[config.mk]
export PLATFORM = sky130hd
export DESIGN_NAME = adc_spi_xact
export DESIGN_NICKNAME = d
export VERILOG_FILES = /design/src/rtl/adc_xact_pkg.sv /design/src/rtl/adc_sclk_timer.sv /design/src/rtl/adc_crc16_acc.sv /design/src/rtl/adc_spi_xact.sv
export SDC_FILE = /design/constraint.sdc
export NUM_CORES = 1
export LEC_CHECK = 0
export ABC_AREA = 1
export BUFFER_PORTS_ARGS = -buffer_cell sky130_fd_sc_hd__buf_2
export CORE_AREA = 2 2 114 116
export DETAILED_ROUTE_END_ITERATION = 16
export DIE_AREA = 0 0 116 118
export PLACE_DENSITY = 0.77
export SLEW_MARGIN = 30
export SYNTH_ARGS = -nofsm -noshare
export SYNTH_HDL_FRONTEND = slang
export SYNTH_SLANG_ARGS = --single-unit
[constraint.sdc]
create_clock -name clk -period 2.5 [get_ports clk]
set_clock_uncertainty 0.15 [all_clocks]
set_input_delay 0.25 -clock clk [delete_from_list [all_inputs] [get_ports clk]]
set_output_delay 0.25 -clock clk [all_outputs]
set_load 0.01 [all_outputs]
[src/rtl/adc_xact_pkg.sv]
package adc_xact_pkg;

    typedef enum logic [1:0] {
        CMD_FAST   = 2'b00,
        CMD_RD_ONE = 2'b01,
        CMD_WR_INC = 2'b10,
        CMD_RD_INC = 2'b11
    } cmd_kind_e;

    typedef enum logic [2:0] {
        ST_IDLE,
        ST_LEAD,
        ST_XFER,
        ST_TRAIL,
        ST_DONE
    } xact_state_e;

    localparam logic [15:0] CRC_POLY = 16'h8005;

    // One byte through a CRC-16 with MSB-first feedback.
    function automatic logic [15:0] crc16_byte(input logic [15:0] crc_in,
                                               input logic [7:0]  data);
        logic [15:0] c;
        logic        fb;
        c = crc_in;
        for (int i = 7; i >= 0; i--) begin
            fb = c[15] ^ data[i];
            c  = {c[14:0], 1'b0};
            if (fb) c = c ^ CRC_POLY;
        end
        return c;
    endfunction

endpackage

[src/rtl/adc_sclk_timer.sv]
module adc_sclk_timer #(
    parameter int HALF = 4
) (
    input  logic clk,
    input  logic rst_n,
    input  logic run,
    output logic tick
);
    localparam int CNT_W = (HALF > 1) ? $clog2(HALF) : 1;
    localparam logic [CNT_W-1:0] LAST = CNT_W'(HALF - 1);

    logic [CNT_W-1:0] cnt_d, cnt_q;

    always_comb begin
        cnt_d = cnt_q;
        if (!run)             cnt_d = '0;
        else if (cnt_q == LAST) cnt_d = '0;
        else                  cnt_d = cnt_q + 1'b1;
    end

    always_ff @(posedge clk or negedge rst_n) begin
        if (!rst_n) cnt_q <= '0;
        else        cnt_q <= cnt_d;
    end

    assign tick = run && (cnt_q == LAST);


    tick_run_chk: assert property (@(posedge clk) disable iff (!rst_n)
        tick |=> (cnt_q == '0));

endmodule

[src/rtl/adc_crc16_acc.sv]
module adc_crc16_acc
    import adc_xact_pkg::*;
(
    input  logic        clk,
    input  logic        rst_n,
    input  logic        clear,
    input  logic        feed,
    input  logic [7:0]  byte_in,
    output logic [15:0] crc
);
    logic [15:0] crc_d, crc_q;

    always_comb begin
        crc_d = crc_q;
        if (clear)     crc_d = '0;
        else if (feed) crc_d = crc16_byte(crc_q, byte_in);
    end

    always_ff @(posedge clk or negedge rst_n) begin
        if (!rst_n) crc_q <= '0;
        else        crc_q <= crc_d;
    end

    assign crc = crc_q;


    crc_clear_chk: assert property (@(posedge clk) disable iff (!rst_n)
        clear |=> (crc_q == 16'h0000));

endmodule

[src/rtl/adc_spi_xact.sv]
module adc_spi_xact
    import adc_xact_pkg::*;
#(
    parameter int MAX_BYTES = 4,
    parameter int SCLK_HALF = 4,
    localparam int LEN_W  = $clog2(MAX_BYTES),
    localparam int DATA_W = 8 * MAX_BYTES
) (
    input  logic              clk,
    input  logic              rst_n,
    input  logic              req_valid,
    input  logic [1:0]        req_kind,
    input  logic [1:0]        req_dev,
    input  logic [3:0]        req_code,
    input  logic [LEN_W-1:0]  req_len,
    input  logic              req_crc_en,
    input  logic [DATA_W-1:0] req_wdata,
    output logic              busy,
    output logic              done,
    output logic [7:0]        rsp_status,
    output logic [DATA_W-1:0] rsp_rdata,
    output logic              rsp_ack_err,
    output logic              rsp_crc_err,
    output logic              flag_ready,
    output logic              flag_cfg_err,
    output logic              flag_por,
    output logic              sclk,
    output logic              mosi,
    input  logic              miso,
    output logic              cs_n
);
    localparam int IDX_W = $clog2(MAX_BYTES + 4);

    typedef struct packed {
        xact_state_e        st;
        logic               ph;
        logic [2:0]         bitc;
        logic [IDX_W-1:0]   bidx;
        logic [IDX_W-1:0]   last_idx;
        logic [IDX_W-1:0]   ndata;
        logic [1:0]         kind;
        logic [1:0]         dev;
        logic               crc_en;
        logic [7:0]         tx_sh;
        logic [DATA_W-1:0]  wr_sh;
        logic [7:0]         rx_sh;
        logic [7:0]         status;
        logic [DATA_W-1:0]  rd;
        logic [15:0]        crc_rx;
        logic               ack_err;
        logic               crc_err;
    } xact_regs_t;

    xact_regs_t d, q;

    logic        tick;
    logic        run;
    logic        crc_clear;
    logic        crc_feed;
    logic [15:0] crc_calc;

    assign run = (q.st == ST_LEAD) || (q.st == ST_XFER) || (q.st == ST_TRAIL);

    adc_sclk_timer #(.HALF(SCLK_HALF)) u_timer (
        .clk   (clk),
        .rst_n (rst_n),
        .run   (run),
        .tick  (tick)
    );

    adc_crc16_acc u_crc (
        .clk     (clk),
        .rst_n   (rst_n),
        .clear   (crc_clear),
        .feed    (crc_feed),
        .byte_in (q.rx_sh),
        .crc     (crc_calc)
    );

    always_comb begin
        d         = q;
        crc_clear = 1'b0;
        crc_feed  = 1'b0;
        unique case (q.st)
            ST_IDLE: begin
                if (req_valid) begin
                    d.st       = ST_LEAD;
                    d.kind     = req_kind;
                    d.dev      = req_dev;
                    d.ndata    = (req_kind == CMD_FAST) ? '0
                                 : IDX_W'(req_len) + IDX_W'(1);
                    d.crc_en   = req_crc_en && req_kind[0];
                    d.last_idx = d.ndata + ((req_crc_en && req_kind[0]) ? IDX_W'(2) : '0);
                    d.tx_sh    = {req_dev, req_code, req_kind};
                    d.wr_sh    = req_wdata;
                    d.rx_sh    = '0;
                    d.rd       = '0;
                    d.status   = '0;
                    d.crc_rx   = '0;
                    d.ack_err  = 1'b0;
                    d.crc_err  = 1'b0;
                    d.bitc     = '0;
                    d.bidx     = '0;
                    d.ph       = 1'b0;
                    crc_clear  = 1'b1;
                end
            end
            ST_LEAD: begin
                if (tick) d.st = ST_XFER;
            end
            ST_XFER: begin
                if (tick) begin
                    if (!q.ph) begin
                        d.ph    = 1'b1;
                        d.rx_sh = {q.rx_sh[6:0], miso};
                    end else begin
                        d.ph = 1'b0;
                        if (q.bitc == 3'd7) begin
                            d.bitc = '0;
                            if (q.bidx == '0)
                                d.status = q.rx_sh;
                            else if (q.bidx <= q.ndata)
                                d.rd = {q.rd[DATA_W-9:0], q.rx_sh};
                            else
                                d.crc_rx = {q.crc_rx[7:0], q.rx_sh};
                            crc_feed = (q.bidx <= q.ndata);
                            if (q.bidx == q.last_idx) begin
                                d.st = ST_TRAIL;
                            end else begin
                                d.bidx = q.bidx + 1'b1;
                                if (q.kind == CMD_WR_INC) begin
                                    d.tx_sh = q.wr_sh[DATA_W-1 -: 8];
                                    d.wr_sh = {q.wr_sh[DATA_W-9:0], 8'h00};
                                end else begin
                                    d.tx_sh = 8'h00;
                                end
                            end
                        end else begin
                            d.bitc  = q.bitc + 1'b1;
                            d.tx_sh = {q.tx_sh[6:0], 1'b0};
                        end
                    end
                end
            end
            ST_TRAIL: begin
                if (tick) begin
                    if (!q.ph) begin
                        d.ph = 1'b1;
                    end else begin
                        d.ph      = 1'b0;
                        d.st      = ST_DONE;
                        d.ack_err = (q.status[5:3] != {q.dev, ~q.dev[0]});
                        d.crc_err = q.crc_en && (q.crc_rx != crc_calc);
                    end
                end
            end
            ST_DONE: d.st = ST_IDLE;
            default: d.st = ST_IDLE;
        endcase
    end

    always_ff @(posedge clk or negedge rst_n) begin
        if (!rst_n) begin
            q    <= '0;
            q.st <= ST_IDLE;
        end else begin
            q <= d;
        end
    end

    assign busy         = run;
    assign done         = (q.st == ST_DONE);
    assign cs_n         = !run;
    assign sclk         = (q.st == ST_XFER) && q.ph;
    assign mosi         = (q.st == ST_XFER) && q.tx_sh[7];
    assign rsp_status   = q.status;
    assign rsp_rdata    = q.rd;
    assign rsp_ack_err  = q.ack_err;
    assign rsp_crc_err  = q.crc_err;
    assign flag_ready   = ~q.status[2];
    assign flag_cfg_err = ~q.status[1];
    assign flag_por     = ~q.status[0];


    busy_done_excl_chk: assert property (@(posedge clk) disable iff (!rst_n)
        !(busy && done));


    done_pulse_chk: assert property (@(posedge clk) disable iff (!rst_n)
        done |=> !done);


    sclk_in_frame_chk: assert property (@(posedge clk) disable iff (!rst_n)
        sclk |-> !cs_n);


    mosi_setup_chk: assert property (@(posedge clk) disable iff (!rst_n)
        $rose(sclk) |-> $stable(mosi));


    fast_single_byte_chk: assert property (@(posedge clk) disable iff (!rst_n)
        (q.st == ST_XFER && q.kind == CMD_FAST) |-> (q.bidx == '0));


    crc_err_read_only_chk: assert property (@(posedge clk) disable iff (!rst_n)
        (done && rsp_crc_err) |-> q.kind[0]);

endmodule

# ---- Yosys cells after proc, flatten, opt, wreduce, memory -nomap -nowiden
# Index checks and enable logic that the tools add are counted.
dict set report totals {
  out_inout_bits 50
  ff_bits 145
  wordCells 166
}
dict set report classes {
  n_bitwise 20
  reduce_logical 27
  mux 68
  n_addsub 5
  eq_ne 26
  order_cmp 1
}
# cell count
set op_table {}
lappend op_table {{$mux W16} 25}
lappend op_table {{$pmux W104 S2} 1}
lappend op_table {{$mux W127} 1}
lappend op_table {{$mux W56} 2}
lappend op_table {{$mux W104} 1}
lappend op_table {{$mux W32} 3}
lappend op_table {{$mux W40} 2}
lappend op_table {{$mux W48} 1}
lappend op_table {{$mux W8} 4}
lappend op_table {{$mux W3} 9}
lappend op_table {{$not A3 Y3} 8}
lappend op_table {{$reduce_and A7 Y1} 3}
lappend op_table {{$ne A2 B2 Y1 const B} 10}
lappend op_table {{$ne A16 B16 Y1} 1}
lappend op_table {{$reduce_and A4 Y1} 4}
lappend op_table {{$pmux W3 S4} 1}
lappend op_table {{$pmux W6 S2} 1}
lappend op_table {{$reduce_and A6 Y1} 2}
lappend op_table {{$mux W10} 1}
lappend op_table {{$mux W2} 5}
lappend op_table {{$ne A2 B1 Y1 const B} 5}
lappend op_table {{$reduce_and A8 Y1} 1}
lappend op_table {{$xor A1 B1 Y1} 8}
lappend op_table {{$mux W1} 7}
lappend op_table {{26 further kinds} 41}

# ---- Logic depth before layout (Yosys ltp)
dict set report depth {
  depth_word 36
  ltp_mapped 17
  depth_no_buf 17
}

# ---- Hierarchy
# From an unflattened synthesis, not the netlist that was laid out.
dict set report hier_totals {
  hier_cells 1037
  area_unflattened_um2 7898.8
}
# module seq_area_each_um2 instances area_each_um2 cells_each
set modules_own_cells {}
lappend modules_own_cells {adc_spi_xact 3153.0 1 6780.3 908}
lappend modules_own_cells {adc_crc16_acc 400.4 1 1029.7 119}
lappend modules_own_cells {adc_sclk_timer 50.0 1 88.8 10}

# ---- Least setup slack after synthesis
# No wires, ideal clock.
dict set report synth_timing {
  path_type {flip-flop to flip-flop}
  from {register q[124] (netlist bit)}
  to {register q (netlist bit rsp_rdata[16])}
  t_arrival_ps 1881
  slack_ps 345
  period_less_slack_ps 2155
  path_stages_with_launch 16
  n_path_buf 1
  cell_sequence {dfrtp_1 > nor2_2 > inv_2 > nor2_8 > inv_4 > nor2_1 > nor2_1 > nand2_2 > inv_2 > nand2_2 > inv_2 > o21ai_4 > inv_2 > nand2_2 > buf_4 > o22ai_1}
}
dict set report synth_via {
  elab_chain_cells 6
}
# element line_no
set synth_rtl {}
lappend synth_rtl {{start: declaration} adc_spi_xact.sv:54} ;# xact_regs_t d, q;
lappend synth_rtl {{$eq A3 B1 Y1 or $eq A3 B2 Y1 (tied branches)} {adc_spi_xact.sv:62, adc_spi_xact.sv:84}}
lappend synth_rtl {{$logic_or A1 B1 Y1 (2 in series)} adc_spi_xact.sv:62} ;# assign run = (q.st == ST_LEAD) || (q.st == ST_XFER) || (q.st == ST_TRAIL);
lappend synth_rtl {{$logic_and A1 B1 Y1} adc_sclk_timer.sv:26} ;# assign tick = run && (cnt_q == LAST);
lappend synth_rtl {{$ne A2 B2 Y1 (no line)} --}
lappend synth_rtl {{$reduce_and A7 Y1 (no line)} --}
# Parallel ways exist; a longest one is shown, timed or not.
# A chain may end at the register's enable or synchronous reset.

# ---- Worst setup path after layout
dict set report layout_timing {
  from {register q[124] (netlist bit)}
  to {register q[12] (netlist bit)}
}
# Same word-level chain as after synthesis.

==> run metrics <==
status completed; critical path's largest stage delay between 300 and 400 ps; Yosys top cell area share 0.5099; CP delay by family, top buffers and inverters; final hold vios 0; final wirelength 16.60 mm; sequential-to-total area share from yosys stat 0.5099; die height approximately 120 um; crit end category flip-flop; initial antenna violation count 0; Post-Syn Area per Cell roughly 8.7 um^2; P&R area growth vs syn 22.18%; Synth area leaders dfrtp_1, nand2_1, buf_4; Via-to-Cell Ratio roughly 5.3; pin count of the biggest net entering global routing just under 60; Int Pwr 4.000 mW; crit path kind flip-flop to flip-flop; CTS tree built; Clk network pwr share 0.484; Skew-Pair Late Insertion Delay 420 ps; Pleak 4.289 nW; Netlist cell types 45; Synth Cell Area 0.007067 mm^2; number of routed nets with antenna violations 0; drt drc 0; most used cell, CP inv_2; Crit path arrival time 2450 ps; Power, Total between 5 and 6 mW; maximum vdd drop 0.4360 mV; Setup-failing EPs final 0; Clock Tree Buf Depth 2; max-slew violations 0; fmax 434.4 MHz; drt pass-1 iters 5; Clock Sinks approximately 140; Core Rows 41; Reg power frac 0.464; Comb power frac 0.052; layout cell share with drive strength beyond 1 0.2159; Power Dens Cells a little under 600 mW/mm^2; Tmin final between 2000 and 2500 ps; post-synthesis cell count 810; GRT overflow 0; synth warn 0; switching power 1.083 mW; Slew HR 0.5748; final net count around 1,000; CP Buf/Inv Count 8; io pins a little under 100; first-pass GRT wire length approximately 27 mm; Worst Setup Start Kind flip-flop; Initial DRC Count 493; Critical Path Slowest Stage Cell dfrtp_1; Core ar. around 0.012 mm^2; Inserted Diodes 0; worst-path fanout max 15; Vias 5,904; Synth Register Bits between 100 and 150; Total GRT Usage 0.2534; measured slew at the worst slew-check pin 637.8 ps; Port-buffer cells 96; CTS buffer count 17; final hold slack 11.97 ps; die width 116 um; die area ~0.014 mm^2; WP data required between 2000 and 3000 ps; Starting Density 0.5692; max_cap viols 0; Hold Crit Class input pin to flip-flop; vias in the first global route 5,684; CP Cell Sequence nor2_2, inv_2, nor2_8, inv_4, buf_4, nor2_2, inv_2, nand2_2, buf_4, inv_2, o21ai_4, inv_2, buf_4, a32o_1; routability congestion estimate 0.8589; sw frac 0.2130; Final period util 0.9209; CTS root buf clkbuf_16; H-tree lvl count 4; area leader, netlist dfrtp_1; clk slew on worst S/H paths approximately 60 ps; dpl hpwl roughly 11 mm; Fin Setup TNS 0 ps; WL/cell 14.86 um; Mapped Nets roughly 870
metrics by stage:
stage               std cells    util  setup slack, ps  instance area (um^2)
floorplan                 810       -            344.5                  7067
global placement         1043  0.6114            127.3                  7590
detailed placement       1043  0.6114            6.813                  7590
CTS                      1114  0.6906            42.07                  8573
global route             1117  0.6955           -10.90                  8635
finish                   1117  0.6955            197.7                  8635
layer usage:
metal	wire length (um)	track usage	share of wire
met1	7149	0.3371	0.43
met2	8267	0.4130	0.50
met3	899	0.05973	0.054
met4	285	0.07440	0.017
met5	0	0	0
synthesized netlist by cell type, drive strengths merged:
cell	instances
a41oi	5
nand3b	1
ha	10
dfrtp	144
nor4	4
a22o	1
a21oi	18
nor3	7
a22oi	9
a31oi	16
o21a	1
nand2	175
xor2	21
o22ai	14
o211ai	2
o21ai	91
o2111ai	1
nand4	1
o311ai	1
buf	57
clkinv	1
inv	96
a32o	6
a21o	1
a21boi	2
clkbuf	10
xnor2	4
nand3	43
nor2	63
a221oi	4
o31ai	1
flip-flops by register name, indices dropped and copies added, names as in the netlist:
signal / count
rsp_status: 8
rsp_crc_err: 1
u_timer.cnt_q: 2
q: 84
rsp_ack_err: 1
u_crc.crc: 16
rsp_rdata: 32
tightest hold or removal path: cells and delay by family:
family | cells | cell delay (ps)
buffers and inverters | 1 | 80
AOI/OAI and AO/OA | 2 | 210
final timing paths:
path | slack (ps) | end | cells past startpoint | startpoint
worst max-delay path | 200 | q[12] | 14 | q[124]
worst min-delay path | 10 | q[95] | 3 | req_wdata[29]
worst max register to register | 200 | q[12] | 14 | q[124]
worst min register to register | 290 | u_timer.cnt_q[0] | 1 | u_timer.cnt_q[0]
max in group asynchronous | 1380 | q[107] | 3 | rst_n
min in group asynchronous | 150 | u_crc.crc[3] | 2 | rst_n
cell usage in the layout, fill, tap and decap left out, types with 2 or more instances in the layout:
| cell | n |
|---|---|
| a21boi_0 | 2 |
| a21oi_1 | 15 |
| a21oi_2 | 3 |
| a221oi_1 | 4 |
| a22oi_1 | 9 |
| a31oi_1 | 16 |
| a32o_1 | 6 |
| a41oi_1 | 5 |
| buf_2 | 95 |
| buf_4 | 33 |
| clkbuf_1 | 2 |
| clkbuf_16 | 17 |
| clkbuf_8 | 7 |
| clkinv_2 | 4 |
| dfrtp_1 | 144 |
| dlygate4sd3_1 | 40 |
| ha_1 | 10 |
| inv_1 | 83 |
| inv_2 | 10 |
| inv_4 | 3 |
| nand2_1 | 168 |
| nand2_2 | 6 |
| nand3_1 | 42 |
| nor2_1 | 54 |
| nor2_2 | 5 |
| nor2_4 | 3 |
| nor3_1 | 6 |
| nor4_1 | 3 |
| o211ai_1 | 2 |
| o21ai_0 | 66 |
| o21ai_1 | 16 |
| o21ai_2 | 8 |
| o22ai_1 | 14 |
| xnor2_1 | 4 |
| xor2_1 | 21 |
power by group through the flow:
stage	Combinational (mW)	Clock, mW	Sequential (mW)
final	0.266	2.46	2.36
after global routing	0.300	2.57	2.36
after CTS	0.258	2.47	2.36
after detailed placement	0.210	0	2.40
after global placement	0.207	0	2.40
after floorplan	0.0850	0	2.39
kinds of logic after synthesis:
| family | count (synthesis) | share of synthesized area |
|---|---|---|
| AND/OR/NAND/NOR | 294 | 0.1760 |
| AO/OA/AOI/OAI | 173 | 0.1521 |
| buffers and inverters | 164 | 0.1133 |
| flip-flops | 144 | 0.5099 |
| XOR/XNOR | 25 | 0.03098 |
| adder cells (fa/ha/maj) | 10 | 0.01771 |
what timing repair did:
action | CTS | global route
endpoints found under the setup margin | 3 | 58
hold buffers | 40 | 0
setup buffers | 0 | 2
gates cloned | 0 | 1
resized for setup | 1 | 15
hold endpoints to repair | 132 | 0
final cells by class:
| type | instances | area (um^2) |
|---|---|---|
| inverter | 97 | 371.6 |
| clock inverter | 5 | 50.05 |
| sequential | 144 | 3603 |
| timing repair buffer | 170 | 1155 |
| tap | 172 | 215.2 |
| clock buffer | 26 | 529.3 |
| fill | 962 | 3780 |
| multi-input combinational | 503 | 2710 |
Power figures use the tool's default switching activity.
